`config.mk`:
```
export PLATFORM = sky130hd
export DESIGN_NAME = disp_group_state
export DESIGN_NICKNAME = d
export VERILOG_FILES = /design/src/rtl/disp_group_state.sv
export SDC_FILE = /design/constraint.sdc
export NUM_CORES = 1
export LEC_CHECK = 0
export BUFFER_PORTS_ARGS = -buffer_cell sky130_fd_sc_hd__buf_4
export CAP_MARGIN = 20
export CORE_AREA = 2 2 42 44
export CTS_CLUSTER_DIAMETER = 120
export CTS_CLUSTER_SIZE = 20
export DETAILED_ROUTE_END_ITERATION = 16
export DIE_AREA = 0 0 44 46
export HOLD_SLACK_MARGIN = 0.02
export PLACE_DENSITY = 0.77
export SLEW_MARGIN = 40
export SYNTH_ARGS = -nofsm -noshare
export SYNTH_HDL_FRONTEND = slang
export SYNTH_SLANG_ARGS = --single-unit
```
`constraint.sdc`:
```
create_clock -name clk_i -period 3.8 [get_ports clk_i]
set_clock_uncertainty 0.05 [all_clocks]
set_input_delay 0.95 -clock clk_i [delete_from_list [all_inputs] [get_ports clk_i]]
set_output_delay 0.95 -clock clk_i [all_outputs]
set_load 0.02 [all_outputs]
```
`src/rtl/disp_group_state.sv`:
```
module disp_group_state #(
  parameter int MAX_SLOTS   = 5,
  parameter int STORE_DEPTH = 4,
  localparam int SW  = $clog2(MAX_SLOTS),
  localparam int STW = $clog2(STORE_DEPTH + 1)
) (
  input  logic           clk_i,
  input  logic           rst_ni,
  input  logic           issue_live_i,
  input  logic           closes_i,
  input  logic           cracked_i,
  input  logic           store_i,
  input  logic           ctr_write_i,
  input  logic           noop_i,
  input  logic           group_end_i,
  output logic [SW-1:0]  slots_o,
  output logic [STW-1:0] store_cnt_o,
  output logic           ctr_set_o
);
  localparam logic [SW:0]  Full     = (SW+1)'(MAX_SLOTS);
  localparam logic [SW:0]  LastSlot = (SW+1)'(MAX_SLOTS - 1);
  localparam logic [STW-1:0] StMax  = STW'(STORE_DEPTH);

  logic [SW-1:0]  slots_q, slots_d;
  logic [STW-1:0] st_q, st_d;
  logic           ctr_q, ctr_d;
  logic [SW:0]    nxt;

  always_comb begin
    slots_d = slots_q;
    st_d    = st_q;
    ctr_d   = ctr_q;
    nxt     = {1'b0, slots_q};
    if (group_end_i) begin
      slots_d = '0;
      st_d    = '0;
      ctr_d   = 1'b0;
    end else if (issue_live_i) begin
      if (ctr_write_i) ctr_d = 1'b1;
      if (store_i && st_q < StMax) st_d = st_q + 1'b1;
      nxt = closes_i ? LastSlot : {1'b0, slots_q};
      nxt = nxt + 1'b1 + {{SW{1'b0}}, cracked_i};
      if (nxt >= Full) begin
        slots_d = '0;
        st_d    = '0;
        ctr_d   = 1'b0;
      end else begin
        slots_d = nxt[SW-1:0];
      end
    end else if (noop_i) begin
      nxt = {1'b0, slots_q} + 1'b1;
      if (nxt >= Full) begin
        slots_d = '0;
        st_d    = '0;
        ctr_d   = 1'b0;
      end else begin
        slots_d = nxt[SW-1:0];
      end
    end
  end

  always_ff @(posedge clk_i or negedge rst_ni) begin
    if (!rst_ni) begin
      slots_q <= '0;
      st_q    <= '0;
      ctr_q   <= 1'b0;
    end else begin
      slots_q <= slots_d;
      st_q    <= st_d;
      ctr_q   <= ctr_d;
    end
  end

  assign slots_o     = slots_q;
  assign store_cnt_o = st_q;
  assign ctr_set_o   = ctr_q;
endmodule

```
# After elaboration in Yosys (flattened, before gate mapping)
# Cells that the tools add are included.
totals:
  ff_bits: 7
  input_bits: 9
  out_inout_bits: 7
classes:
  n_addsub: 4
  order_cmp: 3
  n_eq_ne: 2
  mux: 18
  n_reduce_logical: 5
op_table:
  columns: ["cell", "n"]
  rows:
  - ["two-way mux 3 bit", 12]
  - ["adder 3 x 1 -> 4 bit (second input constant)", 2]
  - [">= comparator 4 x 3 -> 1 bit (second input constant)", 2]
  - ["!= test 4 x 1 -> 1 bit (second input constant)", 2]
  - ["two-way mux 1 bit", 6]
  - ["AND reduction 3 bit", 2]
  - ["nonzero test 3 bit", 2]
  - ["adder 4 x 1 -> 4 bit", 1]
  - ["adder 3 x 1 -> 3 bit (second input constant)", 1]
  - ["< comparator 3 bit (second input constant)", 1]
  - ["logical AND 1 bit", 1]

# Logic depth before layout (Yosys ltp)
# Gate-level depths: netlist (run 1).
depth:
  ltp_word: 7
  ltp_mapped: 8
  ltp_nobuf: 8

# Worst setup path after synthesis (run 1)
# Ideal clock, no wire load.
synth_timing:
  path_type: "input -> register"
  startpoint: "input port closes_i"
  endpoint: "register st_q[0] (netlist: store_cnt_o[0])"
  setup_ns: 0.124
  arrival_ns: 2.154
  required_ns: 3.626
  path_slack_ns: 1.472
  stages: 8
  n_path_buf: 0
  path_cell_list: "nand2b_1 > ha_1 > inv_1 > ha_1 > nor3_1 > nor3_2 > nor3_1 > a211o_1"
synth_via:
  elab_chain_cells: 7
  word_cells_on_any_way: 9
synth_rtl:
  columns: ["element", "line", "text"]
  rows:
  - ["start: declaration", "10", "input logic closes_i,"]
  - ["two-way mux 3 bit *", "41", "nxt = closes_i ? LastSlot : {1'b0, slots_q};"]
  - ["adder 3 x 1 -> 4 bit *", "42", "nxt = nxt + 1'b1 + {{SW{1'b0}}, cracked_i};"]
  - ["adder 4 x 1 -> 4 bit *", "42", null]
  - [">= comparator 4 x 3 -> 1 bit *", "43", "if (nxt >= Full) begin"]
  - ["two-way mux 3 bit", "43", null]
  - ["two-way mux 3 bit", "38", "end else if (issue_live_i) begin"]
  - ["two-way mux 3 bit", "34", "if (group_end_i) begin"]
  - ["end signal: assignment", "69", "st_q <= st_d;"]
  - ["end: declaration", "25", "logic [STW-1:0] st_q, st_d;"]
# Mark *: on every way between the ends. The rest lies on a longest branch, timed or not.
# A chain may end at the register's enable or synchronous reset.

# Worst setup path after layout (run 1)
# Same ends and word-level chain as after synthesis.

==> flow_summary.json, run 1 <==
{
  "max_stage_delay_ps": 280,
  "gp_congestion": 0.880,
  "die_y_um": 46,
  "min_path_cells": 1,
  "cp_slowest_cell": "nor3_2",
  "globalRouteTotalUtil": 0.143,
  "hpwl_mm": 1.06,
  "synth_seq_cells": 7,
  "grt_overflow": 0,
  "synth_edf_count": 0,
  "synthesis.nets": 90,
  "layout.nets": 109,
  "maxSlewHeadroom": 0.737,
  "drv_cap": 0,
  "drive_above_1_share": 0.290,
  "cts.repair.resized": 0,
  "yosysWarnings": 0,
  "antenna_found_initial": 0,
  "layout_common_cells": "buf_4 (15), dfrtp_1 (7), inv_1 (6), ha_1 (6)",
  "setup_tns_ps": 0,
  "final_common_cell": "buf_4",
  "clk_latency_ps": 240,
  "fmax_ghz": 0.426,
  "diodes": 0,
  "path_max_fanout": 6,
  "syn_area_per_cell_um2": 8.67,
  "final_cells": 110,
  "vias": 605,
  "hold_class": "flip-flop to flip-flop",
  "dp_cells": 106,
  "numPortBuffers": 15,
  "synth.distinct_cells": 34,
  "cts_buffers": 3,
  "slew_viol_final": 0,
  "grt_pass1_vias": 540,
  "internal_power_uw": 147,
  "cts_tree": "yes",
  "ir_drop_mv": 0.197,
  "die_w_um": 44,
  "final.fill_count": 157,
  "drc": 0,
  "cts_buffer_depth": 2,
  "pwr-share-seq": 0.408,
  "core.rowCount": 15,
  "p_sw_frac": 0.296,
  "start_util": 0.403,
  "status": "complete, no violations",
  "grt_max_degree": 12,
  "syn_area_um2": 651,
  "worst_slack_ps": 1450,
  "powerDensity_nw_per_um2": 262,
  "crit_arrival_ps": 2420,
  "crit_family": "simple AND/OR/NAND/NOR gates",
  "critPathRequiredTime_ps": 3880,
  "initialDrtViolationCount": 4,
  "synth_cells": 75,
  "synthFlopType": "dfrtp_1",
  "path_cells": "buf_4, nand2b_1, ha_1, inv_1, ha_1, nor3_1, nor3_2, nor3_1, a211o_1",
  "finalPower_uw": 210,
  "leakage_uw": 0.000375,
  "crit_type": "input pin to flip-flop",
  "coreArea_um2": 1610,
  "switching_power_uw": 62.1,
  "yosysSeqAreaShare": 0.269,
  "post-route-period-util": 0.617,
  "hold_viol_final": 0,
  "power.share.clock": 0.308,
  "cts_sinks": 7,
  "startpoint_type": "input pin",
  "clk_pin_slew_ps": 50,
  "hold_buffers": 0,
  "ios": 16,
  "ys_async_sr_fraction": 1.00,
  "ctsHtreeMaxLevel": 1,
  "fin_crit_ps": 2350,
  "ant_nets": 0,
  "post_drt_wl_per_cell_um": 11.8,
  "worstPathBufferInverterCount": 2,
  "postCtsSetupRepairBufs": 0,
  "worstSetupEndpointType": "flip-flop",
  "root_buffer": "clkbuf_4",
  "routed_via_density": 5.50,
  "die_area_um2": 2020,
  "worst_pin_slew_ps": 394,
  "drt-pass1-iter-count": 4,
  "wl_mm": 1.30,
  "post-place-ws_ps": 1220,
  "final-setup-viol-count": 0,
  "r2r_cells": 8,
  "combinationalPowerShare": 0.284,
  "syn_to_final_growth_pct": 22.9,
  "rsz0062_at_grt": "no",
  "grt_pass1_wl_mm": 2.19,
  "worst-path-stages": 9
}
## power groups by stage
stage,sequential [uW],clock [uW],combinational [uW]
detailed placement,86.7,0,59.8
CTS,85.5,67.9,60.1
finish,85.6,64.5,59.6
global placement,86.7,0,58.8
floorplan,90.0,0,33.2
global route,86.4,71.9,67.2
## flip-flops by register name, indices dropped and copies added, names as in the netlist
signal,count
store_cnt_o,3
ctr_set_o,1
slots_o,3
## cells in the mapped netlist, types with 2 or more instances
cell type  instances  area share
a211o_1            2       0.027
nand2b_1           5       0.048
nor2b_1            3       0.029
nor3_1             2       0.015
dfrtp_1            7        0.27
nand3_1            2       0.015
o21ai_0            2       0.015
nand2_1            4       0.023
a21oi_1            4       0.031
a311o_1            2       0.031
o211ai_1           2       0.023
ha_1               6        0.12
nor2_1             5       0.029
o22a_2             2       0.031
a31oi_1            2       0.019
inv_1              6       0.035
or2_2              2       0.019
## through the flow
stage	instance area [um2]	util	hold WS (ps)
finish	800	0.495	447
floorplan	651	-	565
global route	800	0.495	454
CTS	800	0.495	452
detailed placement	773	0.479	430
global placement	773	0.479	435
## worst paths after layout
path	startpoint	to	slack [ps]
max in group asynchronous	rst_ni	slots_o[2]	3120
min	ctr_set_o	ctr_set_o	450
max reg2reg	slots_o[0]	store_cnt_o[0]	1880
max	closes_i	store_cnt_o[0]	1450
min in group asynchronous	rst_ni	slots_o[1]	460
min reg2reg	ctr_set_o	ctr_set_o	450
## logic make-up (layout without fill, tap and decap cells)
| family | Yosys count | after routing | share of synthesized area |
|---|---|---|---|
| AO/OA/AOI/OAI | 24 | 24 | 0.294 |
| AND/OR/NAND/NOR | 29 | 29 | 0.246 |
| XOR/XNOR | 1 | 1 | 0.0135 |
| flip-flops | 7 | 7 | 0.269 |
| buffers and inverters | 8 | 26 | 0.0615 |
| adder cells (fa/ha/maj) | 6 | 6 | 0.115 |
## per-layer routing
layer	vias to the layer above	track usage	part of all wire
met4	0	0.0364	0.0062
li1	316	-	-
met1	272	0.190	0.48
met5	-	0	0
met2	15	0.238	0.46
met3	2	0.0238	0.049
## layout make-up
cell class / instances / area, um2 / share of cell area
Timing Repair Buffer: 15 / 113 / 0.141
Sequential cell: 7 / 175 / 0.219
Tap cell: 17 / 21.3 / 0.0266
Clock buffer: 4 / 26.3 / 0.0329
Multi-Input combinational cell: 60 / 435 / 0.545
Inverter: 7 / 28.8 / 0.0360
Note: power is estimated with default switching activity, not from simulation.
==> run 2: changes to the inputs <==
Settings changed: PLACE_DENSITY 0.77 to 0.79.
Clock period 3.8 ns to 1.9 ns, I/O delays scaled along.
==> flow_summary.json, run 2 (synthesis results as in run 1) <==
{
  "critPathRequiredTime_ps": 1980,
  "grt_use_met3": 0.0119,
  "combinationalPowerShare": 0.322,
  "cts_sinks": 7,
  "initialDrtViolationCount": 4,
  "grt_max_degree": 12,
  "final_common_cell": "buf_4",
  "post_drt_wl_per_cell_um": 13.7,
  "layout.nets": 114,
  "die_y_um": 46,
  "diodes": 0,
  "hold_class": "flip-flop to flip-flop",
  "postCtsSetupRepairBufs": 0,
  "worst_pin_slew_ps": 413,
  "syn_to_final_growth_pct": 35.2,
  "grt_pass1_vias": 616,
  "slew_viol_final": 0,
  "globalRouteTotalUtil": 0.175,
  "power.share.clock": 0.302,
  "ir_drop_mv": 0.328,
  "hold_viol_final": 0,
  "ctsHtreeMaxLevel": 1,
  "rsz0062_at_grt": "no",
  "setup_tns_ps": 0,
  "fmax_ghz": 0.546,
  "final.fill_count": 158,
  "post-route-period-util": 0.964,
  "drc": 0,
  "fin_crit_ps": 1830,
  "antenna_found_initial": 0,
  "worstPathBufferInverterCount": 1,
  "coreArea_um2": 1610,
  "wl_mm": 1.57,
  "final-setup-viol-count": 0,
  "root_buffer": "clkbuf_4",
  "clk_latency_ps": 250,
  "cp_slowest_cell": "dfrtp_1",
  "drt-pass1-iter-count": 4,
  "powerDensity_nw_per_um2": 512,
  "final_cells": 115,
  "grt_overflow": 0,
  "pwr-share-seq": 0.376,
  "routed_via_density": 5.70,
  "die_area_um2": 2020,
  "dp_cells": 110,
  "startpoint_type": "flip-flop",
  "crit_arrival_ps": 1910,
  "die_w_um": 44,
  "layout_common_cells": "buf_4 (19), inv_1 (6), dfrtp_1 (6)",
  "gp_congestion": 0.914,
  "cts_tree": "yes",
  "worst_slack_ps": 68.1,
  "ios": 16,
  "grtUsageMet1": 0.242,
  "drv_cap": 0,
  "switching_power_uw": 141,
  "path_cells": "buf_4, ha_1, nor2b_1, o31a_1, o2bb2ai_2, a211o_1",
  "worstSetupEndpointType": "flip-flop",
  "hpwl_mm": 1.15,
  "crit_family": "compound AO/OA/AOI/OAI gates",
  "top_usage_layer": "met2",
  "holdWs_ps": 449,
  "crit_type": "flip-flop to flip-flop",
  "drive_above_1_share": 0.398,
  "ant_nets": 0,
  "start_util": 0.403,
  "status": "complete, no violations",
  "maxSlewHeadroom": 0.725,
  "cts_buffers": 3,
  "vias": 656,
  "grt_pass1_wl_mm": 2.62,
  "post-place-ws_ps": -207,
  "leakage_uw": 0.000400,
  "cts_buffer_depth": 2,
  "internal_power_uw": 309,
  "core.rowCount": 15,
  "numPortBuffers": 15,
  "max_stage_delay_ps": 390,
  "p_sw_frac": 0.313,
  "utilization": 0.545,
  "clk_pin_slew_ps": 50,
  "path_max_fanout": 6,
  "grt_use_met2": 0.271
}
[run 2: cell types whose count changed in the layout (fill, tap and decap cells not counted), sizes merged]
cell         before  now
buf              15   19
dlygate4sd3       0    1
[run 2: cell type report]
cell class                      count  area, um2  share of cell area
Clock buffer                        4       26.3              0.0299
Inverter                            7       28.8              0.0327
Multi-Input combinational cell     60        474               0.539
Timing Repair Buffer               20        153               0.174
Tap cell                           17       21.3              0.0242
Sequential cell                     7        176               0.201
[run 2: repair_timing]
action | CTS | global route
setup endpoints to repair | 0 | 5
resized for setup | 0 | 10
hold endpoints to repair | 7 | 0
hold buffers | 1 | 0
[run 2: power by group through the flow]
| stage | clock network (uW) | logic (uW) | registers, uW |
|---|---|---|---|
| 6_report | 136 | 145 | 169 |
| 2_1_floorplan | 0 | 66.4 | 180 |
| 4_1_cts | 142 | 135 | 169 |
| 5_1_grt | 152 | 160 | 171 |
| 3_3_place_gp | 0 | 128 | 171 |
| 3_5_place_dp | 0 | 132 | 171 |
[run 2: per-layer routing]
layer / up-vias / routed length, um
met5: - / 0
met4: 0 / 21
met3: 2 / 59
met2: 17 / 762
met1: 313 / 726
li1: 324 / -
[run 2: per-stage QoR]
step / area (um2) / power [uW]
floorplan: 651 / 246
global placement: 803 / 299
detailed placement: 803 / 303
CTS: 840 / 446
global route: 880 / 483
finish: 880 / 450
[run 2: worst paths after layout]
kind	start	endpoint	slack (ps)	cells after the start
setup / recovery	slots_o[0]	store_cnt_o[0]	70	6
setup reg to reg	slots_o[0]	store_cnt_o[0]	70	6
hold reg to reg	ctr_set_o	ctr_set_o	450	1
hold / removal	ctr_set_o	ctr_set_o	450	1
max in group asynchronous	rst_ni	slots_o[1]	1150	2
min in group asynchronous	rst_ni	slots_o[1]	520	2
